**src/rtl/irqarb_pkg.sv**
```systemverilog
`timescale 1ns/1ps
package irqarb_pkg;
  localparam int LVL_W = 3;
  typedef logic [LVL_W-1:0] level_t;
  localparam level_t TOP_LVL = '1;

  // strobes from control to datapath
  typedef struct packed {
    logic grant;     // accept winner this cycle
    logic takeNmi;   // winner is the non-maskable request
    logic maskLoad;  // direct mask write wins this cycle
  } strobes_t;
endpackage

```
**src/rtl/irqarb_ctl.sv**
```systemverilog
`timescale 1ns/1ps
module irqarb_ctl
  import irqarb_pkg::*;
(
  input  logic     clk,
  input  logic     rstN,
  input  logic     nmiIn,
  input  logic     instrDone,
  input  logic     maskWrEn,
  input  logic     anyReq,
  input  level_t   bestLevel,
  input  level_t   maskLevel,
  output strobes_t strobes
);
  logic nmiPrev;
  logic nmiPend;
  logic nmiRise;
  logic maskOk;

  assign nmiRise = nmiIn & ~nmiPrev;

  always_comb begin
    maskOk           = anyReq && (bestLevel > maskLevel);
    strobes.takeNmi  = nmiPend;
    strobes.grant    = instrDone && (nmiPend || maskOk);
    strobes.maskLoad = maskWrEn && !strobes.grant;
  end

  always_ff @(posedge clk) begin
    if (!rstN) begin
      nmiPrev <= 1'b0;
      nmiPend <= 1'b0;
    end else begin
      nmiPrev <= nmiIn;
      nmiPend <= nmiRise | (nmiPend & ~strobes.grant);
    end
  end


  nmi_latch_chk: assert property (@(posedge clk) disable iff (!rstN)
    $rose(nmiIn) |=> nmiPend);
endmodule

```
**src/rtl/irqarb_dp.sv**
```systemverilog
`timescale 1ns/1ps
module irqarb_dp
  import irqarb_pkg::*;
#(
  parameter int NUM_SRC  = 8,
  parameter int VEC_W    = 8,
  parameter int VEC_BASE = 16,
  parameter int NMI_VEC  = 7
) (
  input  logic                     clk,
  input  logic                     rstN,
  input  logic [NUM_SRC-1:0]       srcEvent,
  input  logic [NUM_SRC-1:0]       srcEnable,
  input  logic [NUM_SRC*LVL_W-1:0] srcLevel,
  input  level_t                   maskWrData,
  input  strobes_t                 strobes,
  output logic                     anyReq,
  output level_t                   bestLevel,
  output level_t                   maskLevel,
  output logic                     grantValid,
  output logic [VEC_W-1:0]         grantVector,
  output logic                     traceClr
);
  localparam int IDX_W = (NUM_SRC > 1) ? $clog2(NUM_SRC) : 1;

  level_t              lvl [NUM_SRC];
  logic [NUM_SRC-1:0]  active;
  logic [IDX_W-1:0]    bestIdx;

  for (genvar g = 0; g < NUM_SRC; g++) begin : g_unpack
    assign lvl[g]    = srcLevel[g*LVL_W +: LVL_W];
    assign active[g] = srcEvent[g] & srcEnable[g];
  end

  // scan from the top index down; >= lets a lower index take a tie
  always_comb begin
    anyReq    = 1'b0;
    bestLevel = '0;
    bestIdx   = '0;
    for (int i = NUM_SRC - 1; i >= 0; i--) begin
      if (active[i] && (!anyReq || lvl[i] >= bestLevel)) begin
        anyReq    = 1'b1;
        bestLevel = lvl[i];
        bestIdx   = IDX_W'(i);
      end
    end
  end

  always_ff @(posedge clk) begin
    if (!rstN) begin
      maskLevel   <= TOP_LVL;
      grantValid  <= 1'b0;
      traceClr    <= 1'b0;
      grantVector <= '0;
    end else begin
      grantValid <= strobes.grant;
      traceClr   <= strobes.grant;
      if (strobes.grant) begin
        if (strobes.takeNmi) begin
          grantVector <= VEC_W'(NMI_VEC);
          maskLevel   <= TOP_LVL;
        end else begin
          grantVector <= VEC_W'(VEC_BASE) + VEC_W'(bestIdx);
          maskLevel   <= bestLevel;
        end
      end else if (strobes.maskLoad) begin
        maskLevel <= maskWrData;
      end
    end
  end


  mask_rise_chk: assert property (@(posedge clk) disable iff (!rstN)
    (grantValid && grantVector != VEC_W'(NMI_VEC)) |-> maskLevel > $past(maskLevel));


  nmi_mask_chk: assert property (@(posedge clk) disable iff (!rstN)
    (grantValid && grantVector == VEC_W'(NMI_VEC)) |-> maskLevel == TOP_LVL);
endmodule

```
**src/rtl/prio_irq_arbiter.sv**
```systemverilog
`timescale 1ns/1ps
module prio_irq_arbiter #(
  parameter int NUM_SRC  = 8,
  parameter int VEC_W    = 8,
  parameter int VEC_BASE = 16,
  parameter int NMI_VEC  = 7
) (
  input  logic                                 clk,
  input  logic                                 rstN,
  input  logic [NUM_SRC-1:0]                   srcEvent,
  input  logic [NUM_SRC-1:0]                   srcEnable,
  input  logic [NUM_SRC*irqarb_pkg::LVL_W-1:0] srcLevel,
  input  logic                                 nmiIn,
  input  logic                                 instrDone,
  input  logic                                 maskWrEn,
  input  logic [irqarb_pkg::LVL_W-1:0]         maskWrData,
  output logic                                 grantValid,
  output logic [VEC_W-1:0]                     grantVector,
  output logic [irqarb_pkg::LVL_W-1:0]         maskLevel,
  output logic                                 traceClr
);
  import irqarb_pkg::*;

  strobes_t strobes;
  logic     anyReq;
  level_t   bestLevel;

  irqarb_ctl i_ctl (
    .clk(clk), .rstN(rstN), .nmiIn(nmiIn), .instrDone(instrDone),
    .maskWrEn(maskWrEn), .anyReq(anyReq), .bestLevel(bestLevel),
    .maskLevel(maskLevel), .strobes(strobes)
  );

  irqarb_dp #(.NUM_SRC(NUM_SRC), .VEC_W(VEC_W), .VEC_BASE(VEC_BASE), .NMI_VEC(NMI_VEC)) i_dp (
    .clk(clk), .rstN(rstN), .srcEvent(srcEvent), .srcEnable(srcEnable),
    .srcLevel(srcLevel), .maskWrData(maskWrData), .strobes(strobes),
    .anyReq(anyReq), .bestLevel(bestLevel), .maskLevel(maskLevel),
    .grantValid(grantValid), .grantVector(grantVector), .traceClr(traceClr)
  );


  grant_boundary_chk: assert property (@(posedge clk) disable iff (!rstN)
    grantValid |-> $past(instrDone));


  mask_write_chk: assert property (@(posedge clk) disable iff (!rstN)
    ($past(rstN) && $past(maskWrEn) && !grantValid) |-> maskLevel == $past(maskWrData));


  trace_pair_chk: assert property (@(posedge clk) disable iff (!rstN)
    !grantValid |-> !traceClr);
endmodule

```
**config.mk**
```make
export PLATFORM = sky130hd
export DESIGN_NAME = prio_irq_arbiter
export DESIGN_NICKNAME = d
export VERILOG_FILES = /design/src/rtl/irqarb_pkg.sv /design/src/rtl/irqarb_ctl.sv /design/src/rtl/irqarb_dp.sv /design/src/rtl/prio_irq_arbiter.sv
export SDC_FILE = /design/constraint.sdc
export NUM_CORES = 1
export LEC_CHECK = 0
export BUFFER_PORTS_ARGS = -buffer_cell sky130_fd_sc_hd__buf_2
export CORE_MARGIN = 1.5
export CORE_UTILIZATION = 40
export CTS_BUF_LIST = sky130_fd_sc_hd__clkbuf_2 sky130_fd_sc_hd__clkbuf_4 sky130_fd_sc_hd__clkbuf_8
export DETAILED_ROUTE_END_ITERATION = 16
export HOLD_SLACK_MARGIN = 0.15
export PLACE_DENSITY = 0.67
export SYNTH_ARGS = -nofsm -noshare
export SYNTH_HDL_FRONTEND = slang
export SYNTH_SLANG_ARGS = --single-unit
```
**constraint.sdc**
```tcl
create_clock -name clk -period 16.9 [get_ports clk]
set_clock_uncertainty 0.05 [all_clocks]
set_input_delay 3.38 -clock clk [delete_from_list [all_inputs] [get_ports clk]]
set_output_delay 3.38 -clock clk [all_outputs]
set_load 0.01 [all_outputs]
```
Yosys cells after proc, flatten, opt, wreduce, memory -nomap -nowiden
Cells that the tools add are included.
{"block": "totals", "output_inout_bits": 13, "regBits": 14, "word_cells": 82, "inputBits": 48}
{"block": "classes", "bitwise_logic": 13, "n_lt_le_gt_ge": 8, "reduce_logical": 27, "muxes": 28, "add_sub_neg": 1}
{"op": "$mux 3", "n": 19}
{"op": "$ge 3x3->1", "n": 7}
{"op": "$and 1x1->1", "n": 10}
{"op": "$logic_and 1x1->1", "n": 10}
{"op": "$logic_not 1->1", "n": 8}
{"op": "$logic_or 1x1->1", "n": 8}
{"op": "$mux 1", "n": 8}
{"op": "$mux 8", "n": 1}
{"op": "$add 5x3->6 const A", "n": 1}
{"op": "$gt 3x3->1", "n": 1}
{"op": "$not 1->1", "n": 2}
{"op": "$reduce_bool 2->1", "n": 1}
{"op": "$or 1x1->1", "n": 1}

Logic depth before layout (Yosys ltp)
Gate-level depths: netlist of run 1.
{"block": "depth", "ltp_word": 38, "mapped_depth": 56, "mapped_depth_nobuf": 54}

Cells and area by module
From an unflattened synthesis of run 1, not the netlist that was laid out.
{"block": "unflattened", "cells_unflattened": 211, "area_unflattened_um2": 1559.0}
{"mod": "irqarb_dp", "area_each_um2": 1383.8, "cells_each": 188, "instances": 1}
{"mod": "irqarb_ctl", "area_each_um2": 175.2, "cells_each": 23, "instances": 1}

Least setup slack after synthesis of run 1
OpenSTA, ideal clock, no wires.
{"block": "synth_timing", "kind": "in2reg", "from": "input srcEvent[7]", "to": "register i_dp.maskLevel[0]", "slack_ns": 3.293, "setup_time_ns": 0.125, "arrival_time_ns": 13.432, "stages": 54, "path_cell_list": "and3_1 > ha_1 > nand2b_1 > a2111oi_1 > nor3_1 > or2_2 > ha_1 > or3b_1 > a211o_1 > nor2b_2 > o31ai_4 > inv_1 > ha_1 > nand2b_1 > a21oi_1 > o21ai_0 > clkbuf_1 > o21ai_0 > (+18 left out) > o21ai_2 > a31oi_1 > ha_1 > a21o_1 > a31oi_1 > a21oi_2 > inv_2 > and3_1 > nand2_1 > nand2_1 > ha_1 > nor2b_1 > o21ai_0 > nand2b_1 > o2111ai_1 > nand3_1 > a211oi_1 > a21oi_2"}
{"block": "synth_via", "elab_chain_len": 37, "elab_cells_between_ends": 54}
{"element": "from (decl)", "line": "prio_irq_arbiter.sv:10", "source": "input logic [NUM_SRC-1:0] srcEvent,"}
{"element": "$and 1x1->1 (*)", "line": "irqarb_dp.sv:32", "source": "assign active[g] = srcEvent[g] & srcEnable[g];"}
{"element": "$mux 3 or $mux 1 (tied branches)", "line": "irqarb_dp.sv:41", "source": "if (active[i] && (!anyReq || lvl[i] >= bestLevel)) begin"}
{"element": "$ge 3x3->1 or $logic_not 1->1 (tied branches)", "line": "irqarb_dp.sv:41"}
{"element": "$logic_or 1x1->1", "line": "irqarb_dp.sv:41"}
{"element": "$logic_and 1x1->1", "line": "irqarb_dp.sv:41"}
{"element": "$mux 3 or $mux 1 (tied branches)", "line": "irqarb_dp.sv:41"}
{"element": "$ge 3x3->1 or $logic_not 1->1 (tied branches)", "line": "irqarb_dp.sv:41"}
{"element": "$logic_or 1x1->1", "line": "irqarb_dp.sv:41"}
{"element": "(+21 left out)"}
{"element": "$mux 3", "line": "irqarb_dp.sv:41"}
{"element": "$gt 3x3->1", "line": "irqarb_ctl.sv:23", "source": "maskOk = anyReq && (bestLevel > maskLevel);"}
{"element": "$logic_and 1x1->1", "line": "irqarb_ctl.sv:23"}
{"element": "$logic_or 1x1->1", "line": "irqarb_ctl.sv:25", "source": "strobes.grant = instrDone && (nmiPend || maskOk);"}
{"element": "$logic_and 1x1->1", "line": "irqarb_ctl.sv:25"}
{"element": "$logic_not 1->1", "line": "irqarb_ctl.sv:26", "source": "strobes.maskLoad = maskWrEn && !strobes.grant;"}
{"element": "$logic_and 1x1->1", "line": "irqarb_ctl.sv:26"}
{"element": "$reduce_bool 2->1 (no line)"}
{"element": "to (signal assigned)", "line": "irqarb_dp.sv:64", "source": "maskLevel <= bestLevel;"}
{"element": "to (signal assigned)", "line": "irqarb_dp.sv:67", "source": "maskLevel <= maskWrData;"}
{"element": "to (decl)", "line": "irqarb_dp.sv:19", "source": "output level_t maskLevel,"}
Mark *: on every way between the ends. The rest lies on a longest branch, timed or not.
A chain may end at the register's enable or synchronous reset.

Worst setup path after layout of run 1
Ends and elaborated chain as after synthesis.

==> results of run 1 <==
## where the power goes
group          total, µW  internal, µW  switching, µW  leakage, µW
combinational       78.9          34.6           44.3     0.000895
sequential          29.4          27.6           1.82    0.0000827
clock               25.0          15.6           9.44    0.0000216
total                133          77.8           55.5     0.000999
## registers in the layout, summed over array words and instances (netlist names)
signal / flops
i_dp.maskLevel: 3
i_dp.grantVector: 4
i_ctl.nmiPrev: 1
i_ctl.nmiPend: 1
i_dp.grantValid: 1
## stage by stage
step	hold WS (ns)	total power [µW]	util, %	area (µm²)
floorplan	0.455	86.0	-	1600
global placement	0.429	107	50.6	1890
detailed placement	0.448	108	50.6	1890
CTS	0.459	133	51.7	1930
global route	0.481	146	51.7	1930
finish	0.456	133	51.7	1930
## cells in the final DEF (no fill, tap or decap), drive strengths merged, types with 4 or more instances in the layout
| master | synthesis | layout |
|---|---|---|
| buf | 6 | 57 |
| nand2 | 25 | 25 |
| ha | 24 | 24 |
| inv | 17 | 17 |
| nor2 | 11 | 11 |
| a21oi | 11 | 11 |
| dfxtp | 10 | 10 |
| nand3 | 10 | 10 |
| o21ai | 9 | 9 |
| a31oi | 7 | 7 |
| nand2b | 6 | 6 |
| a21boi | 5 | 5 |
| and3 | 4 | 4 |
| o211ai | 4 | 4 |
| a21o | 4 | 4 |
| conb | 1 | 4 |
| nor2b | 4 | 4 |
## worst max-delay path by stage
stage                        end         from  slack (ns)  depth (start not counted)
2_1_floorplan  i_dp.maskLevel[0]  srcEvent[7]        3.29                         54
3_3_place_gp   i_dp.maskLevel[0]  srcEvent[7]        2.00                         52
3_5_place_dp   i_dp.maskLevel[0]  srcEvent[7]        1.85                         52
4_1_cts        i_dp.maskLevel[0]  srcEvent[7]        2.05                         52
5_1_grt        i_dp.maskLevel[1]  srcEvent[7]        0.87                         53
6_report       i_dp.maskLevel[0]  srcEvent[7]        2.00                         52
## kinds of logic after synthesis
kind of cell | count (synthesis) | synth area share [%]
adders and majority gates | 24 | 18.9
other | 1 | 0.236
and+or+nand+nor | 73 | 23.2
buffers and inverters | 24 | 7.33
DFF | 10 | 12.6
AOI/OAI and AO/OA | 69 | 34.9
muxes | 4 | 2.84
## cell type report
| cell class | instances | share of cell area [%] |
|---|---|---|
| Inverter | 17 | 3.30 |
| Timing Repair Buffer | 57 | 14.9 |
| Tap cell | 48 | 3.10 |
| Sequential cell | 10 | 10.3 |
| Clock buffer | 3 | 2.13 |
| Multi-Input combinational cell | 174 | 66.2 |
## layer usage
metal / track usage [%] / vias up / routed length, µm
met4: 2.30 / 0 / 14
met5: 0 / - / 0
met2: 31.4 / 45 / 1790
met1: 29.5 / 724 / 1960
li1: - / 872 / -
met3: 2.90 / 2 / 207
==> summary.md, run 1 <==
| Metric | Value |
|---|---|
| Post-layout net count | 335 |
| Commonest cells in the netlist | nand2_1 (25), ha_1 (24), inv_1 (16) |
| Largest net degree at the start of global routing | 13 |
| CTS tree | yes |
| Most frequent cell after synthesis | nand2_1 |
| Layout fillers | just under 400 |
| Total track usage | 20.0% |
| CP Data Arrival Time | 14.98 ns |
| CP Capture Type | flip-flop |
| Syn Inst Count | 205 |
| Post-CTS Setup Bufs | 0 |
| Pre-Repair DR Iteration Count | 4 |
| Via count | 1643 |
| HPWL after DPL | 3.37 mm |
| Power Density | 68.9 mW/mm² |
| Chip width | 66.0 µm |
| Setup tns final | 0 ns |
| IO Port Bufs | 56 |
| Critical path's top delay family | compound AO/OA/AOI/OAI gates |
| Unrepaired setup endpoints after global routing | false |
| Clk root buf | clkbuf_8 |
| Share of cells above drive strength 1 | 29.5% |
| Global-route congestion overflow total | 0 |
| Antenna diode count | 0 |
| Vias in the first global route | about 1500 |
| Max Root-Sink Buffers | 2 |
| Peak VDD IR | between 20 and 30 µV |
| Top post-synthesis cells by area | ha_1 (19%), dfxtp_1 (13%), nand2_1 (5.9%), inv_1 (3.8%), a31oi_1 (2.8%) |
| GPL Wtd Cong | 0.807 |
| Synth unique cells | 54 |
| Pre-CTS setup slack | 1.85 ns |
| Max Slew Vio Count | 0 |
| Async SR Flop Fraction | 0% |
| Htree depth | 1 |
| Post-DRT Antenna Nets | 0 |
| Hold_sp | i_dp.grantVector[4] |
| Synthesized area per cell | 7.74 µm² |
| Slowest CP cell | a2111oi_1 |
| Area growth from synthesis to layout | 21.9% |
| Reg2reg end | i_dp.maskLevel[0] |
| DRC viols | 0 |
| Hold Crit Depth | 1 |
| Inst Count DP | 306 |
| Post-CTS sizing | 0 |
| Initial antenna violation count | 0 |
| Synth Flop Type | dfxtp_1 |
| CP Launch Type | input port |
| Worst rel slew slack | a little under half |
| Yosys warnings | 0 |
| R2R Setup Slk | 14.98 ns |
| Post-synthesis sequential area ratio | ~13% |
| Max incr delay on CP | 0.60 ns |
| Setup CP Type | in2reg |
| Detailed Route WL | 3.97 mm |
| Outcome | completed |
| Clk sink count | 10 |
| CP Max Fanout | 12 |
| Post-layout min period | between 10 and 15 ns |
| CP dominant cell by count | ha_1 |
| Fmax | 67.1 MHz |
| Final worst slack | about 2 ns |
| Yosys top cell area share | 18.9% |
| Core Area | between 0.003 and 0.004 mm² |
| Initial Util | 42.4% |
| CTS buffer count | 3 |
| Final Cycle Share | about 88% |
| Row Count | 22 |
| Register area | 200 µm² |
| Slew @ Worst Pin | approximately 0.78 ns |
| Req. time, crit path | around 17 ns |
| Routed WL per cell | about 13 µm |
| Endpoints failing hold | 0 |
| Type of the tightest min-delay check | reg2reg |
| Final setup vio count | 0 |
| Mapped Area | between 0.0015 and 0.002 mm² |
| Global-route wire length before repair | between 6 and 7 mm |
| Synth area leader | ha_1 |
| Max cap viols | 0 |
| Lkg Pwr | between 0.0009 and 0.001 µW |
| Post-CTS Hold Buffers | 0 |
| Multi-input combinational cell area | 0.00128 mm² |
| Clock-pin slew on the worst setup and hold paths | 0.05 ns |
| R2R cell count | 9 |
| Routed vias/inst | 5.32 |
| Die height | 66.0 µm |
| I/O pin total | 61 |
| Number of flops mapped to enable cells by yosys | 0 |
| Register bit total from synthesis | 10 |
| Die ar. | 0.00435 mm² |
| DR iter-0 viols | between 100 and 150 |
| Crit path buf inv count | 5 |
| Clk_lat worst skew | approximately 0.24 ns |
| Non-Filler Instances | just over 300 |
| Hold endpoint | i_dp.grantVector[4] |
| Reg-to-Reg Start | i_dp.maskLevel[1] |
Power figures use the tool's default switching activity.
==> run 2: changes to the inputs <==
--- a/config.mk
+++ b/config.mk
@@ -11,7 +11,8 @@
 export CTS_BUF_LIST = sky130_fd_sc_hd__clkbuf_2 sky130_fd_sc_hd__clkbuf_4 sky130_fd_sc_hd__clkbuf_8
 export DETAILED_ROUTE_END_ITERATION = 16
 export HOLD_SLACK_MARGIN = 0.15
-export PLACE_DENSITY = 0.67
+export PLACE_DENSITY = 0.68
 export SYNTH_ARGS = -nofsm -noshare
 export SYNTH_HDL_FRONTEND = slang
+export SYNTH_HIERARCHICAL = 1
 export SYNTH_SLANG_ARGS = --single-unit
==> run 2 against run 1 <==
Net effect: register-to-register slack worse by 0.20 ns; critical endpoint is now i_dp/grantVector[0]; clock power up 19%; total power grew 6.6%; first-iteration DRC count down 11%; fmax increased by 6.2%; hold slack improved by 0.032 ns; global-route usage shrank 1.9 points; synthesized cell count grew 2.9%; critical path depth decreased by 5; core utilization grew 0.059 points; via count decreased by 0.37%; worst setup slack better by 0.88 ns.
==> summary.md, run 2 <==
| Metric | Value |
|---|---|
| Yosys warnings | 6 (+6) |
| Lkg Pwr | 0.000981 µW (-1.9%) |
| Worst rel slew slack | 59.3% (+11 points) |
| Global-route congestion overflow total | 0 (unchanged) |
| Req. time, crit path | 16.98 ns (about the same) |
| Most frequent cells in the layout | buf_2 (56), nand2_1 (24), ha_1 (24), inv_1 (16) |
| Endpoints failing hold | 0 (unchanged) |
| Peak VDD IR | 28.9 µV (+5.0%) |
| Synth unique cells | 49 (-9.3%) |
| I/O pin total | 61 (unchanged) |
| Max incr delay on CP | 0.57 ns (-0.03 ns) |
| Register bit total from synthesis | 10 (unchanged) |
| Share of cells above drive strength 1 | 29.4% (-0.068 points) |
| Post-CTS Setup Bufs | 0 (unchanged) |
| Largest net degree at the start of global routing | 16 (+3) |
| Initial Util | 42.3% (-0.11 points) |
| Non-Filler Instances | 313 (+1.3%) |
| HPWL after DPL | 3.11 mm (-8.0%) |
| Die ar. | 0.00428 mm² (-1.7%) |
| Htree depth | 1 (unchanged) |
| Inst Count DP | 309 (+0.98%) |
| GPL Wtd Cong | 0.884 (+9.5%) |
| Reg2reg end | i_dp/grantVector[0] |
| Post-layout min period | 14.03 ns (-0.876 ns) |
| Die height | 65.4 µm (-0.83%) |
| Post-CTS sizing | 0 (unchanged) |
| Synth Flop Type | dfxtp_1 |
| Final Cycle Share | 83.0% (-5.2 points) |
| CP Max Fanout | 15 (+3) |
| Total track usage | 18.0% (-1.9 points) |
| Top flop regs | i_dp/grantVector: 4 flops, i_dp/maskLevel: 3 flops |
| Routed WL per cell | 11.6 µm (-9.8%) |
| Outcome | completed |
| CTS buffer count | 3 (unchanged) |
| Syn Inst Count | 211 (+2.9%) |
| Type of the tightest min-delay check | reg2reg |
| DRC viols | 0 (unchanged) |
| Max reg flops | 4 (unchanged) |
| Most flop-heavy register | i_dp/grantVector |
| Final Power | 142 µW (+6.6%) |
| Clk_lat worst skew | 0.24 ns (about the same) |
| Synth area leader | ha_1 |
| Pre-Repair DR Iteration Count | 4 (unchanged) |
| Most common cell after layout, fill and taps aside | buf_2 |
| Vias in the first global route | 1463 (-4.0%) |
| Unrepaired setup endpoints after global routing | false |
| Clk sink count | 10 (unchanged) |
| Max cap viols | 0 (unchanged) |
| Routed vias/inst | 5.23 (-1.6%) |
| Post-synthesis sequential area ratio | 12.8% (+0.22 points) |
| Yosys top cell area share | 19.3% (+0.33 points) |
| Detailed Route WL | 3.63 mm (-8.6%) |
| CP dominant cell by count | ha_1 |
| R2R Setup Slk | 14.78 ns (-0.20 ns) |
| Final setup vio count | 0 (unchanged) |
| Post-DRT Antenna Nets | 0 (unchanged) |
| CP Launch Type | input port |
| Post-CTS Hold Buffers | 0 (unchanged) |
| Hold Crit Depth | 2 (+1) |
| Row Count | 22 (unchanged) |
| Mapped Area | 0.00156 mm² (-1.7%) |
| Hold_sp | i_dp/grantVector[2] |
| Core Area | 0.00369 mm² (-1.5%) |
| CP Capture Type | flip-flop |
| Commonest cells in the netlist | ha_1 (24), nand2_1 (24), inv_1 (16) |
| Global-route wire length before repair | 6.18 mm (-9.5%) |
| Fmax | 71.3 MHz (+6.2%) |
| R2R cell count | 7 (-2) |
| Async SR Flop Fraction | 0% (unchanged) |
| Layout fillers | 382 (-3.0%) |
| Power Density | 74.5 mW/mm² (+8.1%) |
| Top post-synthesis cells by area | ha_1 (19%), dfxtp_1 (13%), nand2_1 (5.8%), a31oi_1 (4.8%), a21oi_1 (3.9%) |
| Reg-to-Reg Start | i_dp/maskLevel[2] |
| Number of flops mapped to enable cells by yosys | 0 (unchanged) |
| Slowest CP cell | a222oi_1 |
| Max Slew Vio Count | 0 (unchanged) |
| Synthesized area per cell | 7.39 µm² (-4.5%) |
| Area growth from synthesis to layout | 22.4% |
| Clk root buf | clkbuf_8 |
| Hold endpoint | i_dp/grantVector[2] |
| Clock-pin slew on the worst setup and hold paths | 0.04 ns (about the same) |
| CTS tree | yes |
| Slew @ Worst Pin | 0.611 ns (-0.170 ns) |
| Antenna diode count | 0 (unchanged) |
| Chip width | 65.4 µm (-0.83%) |
| Max Root-Sink Buffers | 2 (unchanged) |
| IO Port Bufs | 56 (unchanged) |
| Setup tns final | 0 ns (unchanged) |
| Via count | 1637 (-0.37%) |
| DR iter-0 viols | 92 (-11%) |
| CP Data Arrival Time | 14.10 ns (-0.88 ns) |
| Post-layout net count | 338 (+0.90%) |
| Initial antenna violation count | 0 (unchanged) |
| Setup CP Type | in2reg |
run 2: cell count changes after synthesis, sizes merged, moves of 3 or more:
cell	delta
o211ai	-4
o22ai	+3
mux2i	-3
a31oi	+6
o21ai	+3
o31ai	-3
a21boi	-5
and2	+3
run 2: worst max-delay path by stage:
stage / from / endpoint / slack [ns] / cells after the start
6_report: srcEvent[7] / i_dp/grantVector[0] / 2.87 / 47
5_1_grt: srcEvent[7] / i_dp/grantVector[0] / 1.92 / 47
4_1_cts: srcEvent[7] / i_dp/grantVector[0] / 2.89 / 49
3_5_place_dp: srcEvent[7] / i_dp/grantVector[0] / 2.67 / 49
3_3_place_gp: srcEvent[7] / i_dp/grantVector[0] / 2.69 / 49
2_1_floorplan: srcEvent[7] / i_dp/grantVector[0] / 3.68 / 51
run 2: layer usage:
layer	GRT usage, %	part of all wire [%]	up-vias
li1	-	-	881
met1	25.5	50	713
met2	29.1	45	41
met3	2.40	4.8	2
met4	3.91	0.055	0
met5	0	0	-
run 2: final cells by class:
cell class / count / area, µm² / area share, %
clock buffer: 4 / 55.1 / 2.89
inverter: 16 / 60.1 / 3.15
multi-input combinational: 179 / 1250 / 65.6
sequential: 10 / 200 / 10.5
tap: 48 / 60.1 / 3.15
timing repair buffer: 56 / 280 / 14.7
run 2: logic make-up (layout without fill, tap and decap cells):
| kind of cell | Yosys count | count (layout) | share of synthesized area (%) |
|---|---|---|---|
| simple gates | 83 | 83 | 27.8 |
| compound gates | 66 | 66 | 30.8 |
| buf+inv | 25 | 76 | 7.54 |
| fa+ha+maj | 24 | 24 | 19.3 |
| flops | 10 | 10 | 12.8 |
| mux | 2 | 2 | 1.44 |
| other cells | 1 | 4 | 0.241 |
run 2: where the power goes:
part / leakage (µW) / internal [µW] / switching (µW) / total [µW]
Sequential: 0.0000827 / 28.8 / 2.75 / 31.6
Clock: 0.0000288 / 20.5 / 9.24 / 29.7
Combinational: 0.000869 / 36.4 / 44.5 / 80.9
Total: 0.000981 / 85.6 / 56.5 / 142
run 2: per-stage QoR:
stage | setup WS (ns) | util [%] | hold WS [ns] | instance area [µm²]
6_report | 2.87 | 51.7 | 0.488 | 1910
5_1_grt | 1.92 | 51.7 | 0.508 | 1910
4_1_cts | 2.89 | 51.7 | 0.490 | 1910
3_5_place_dp | 2.67 | 50.2 | 0.481 | 1850
3_3_place_gp | 2.69 | 50.2 | 0.469 | 1850
2_1_floorplan | 3.68 | - | 0.455 | 1570
run 2: worst max-delay path: cells and delay by family:
kind                     cells  cell delay [ns]
adder cells (fa/ha/maj)      8             2.01
AO/OA/AOI/OAI               21             5.09
multiplexers                 2             0.75
AND/OR/NAND/NOR             15             2.71
buffers and inverters        1             0.13
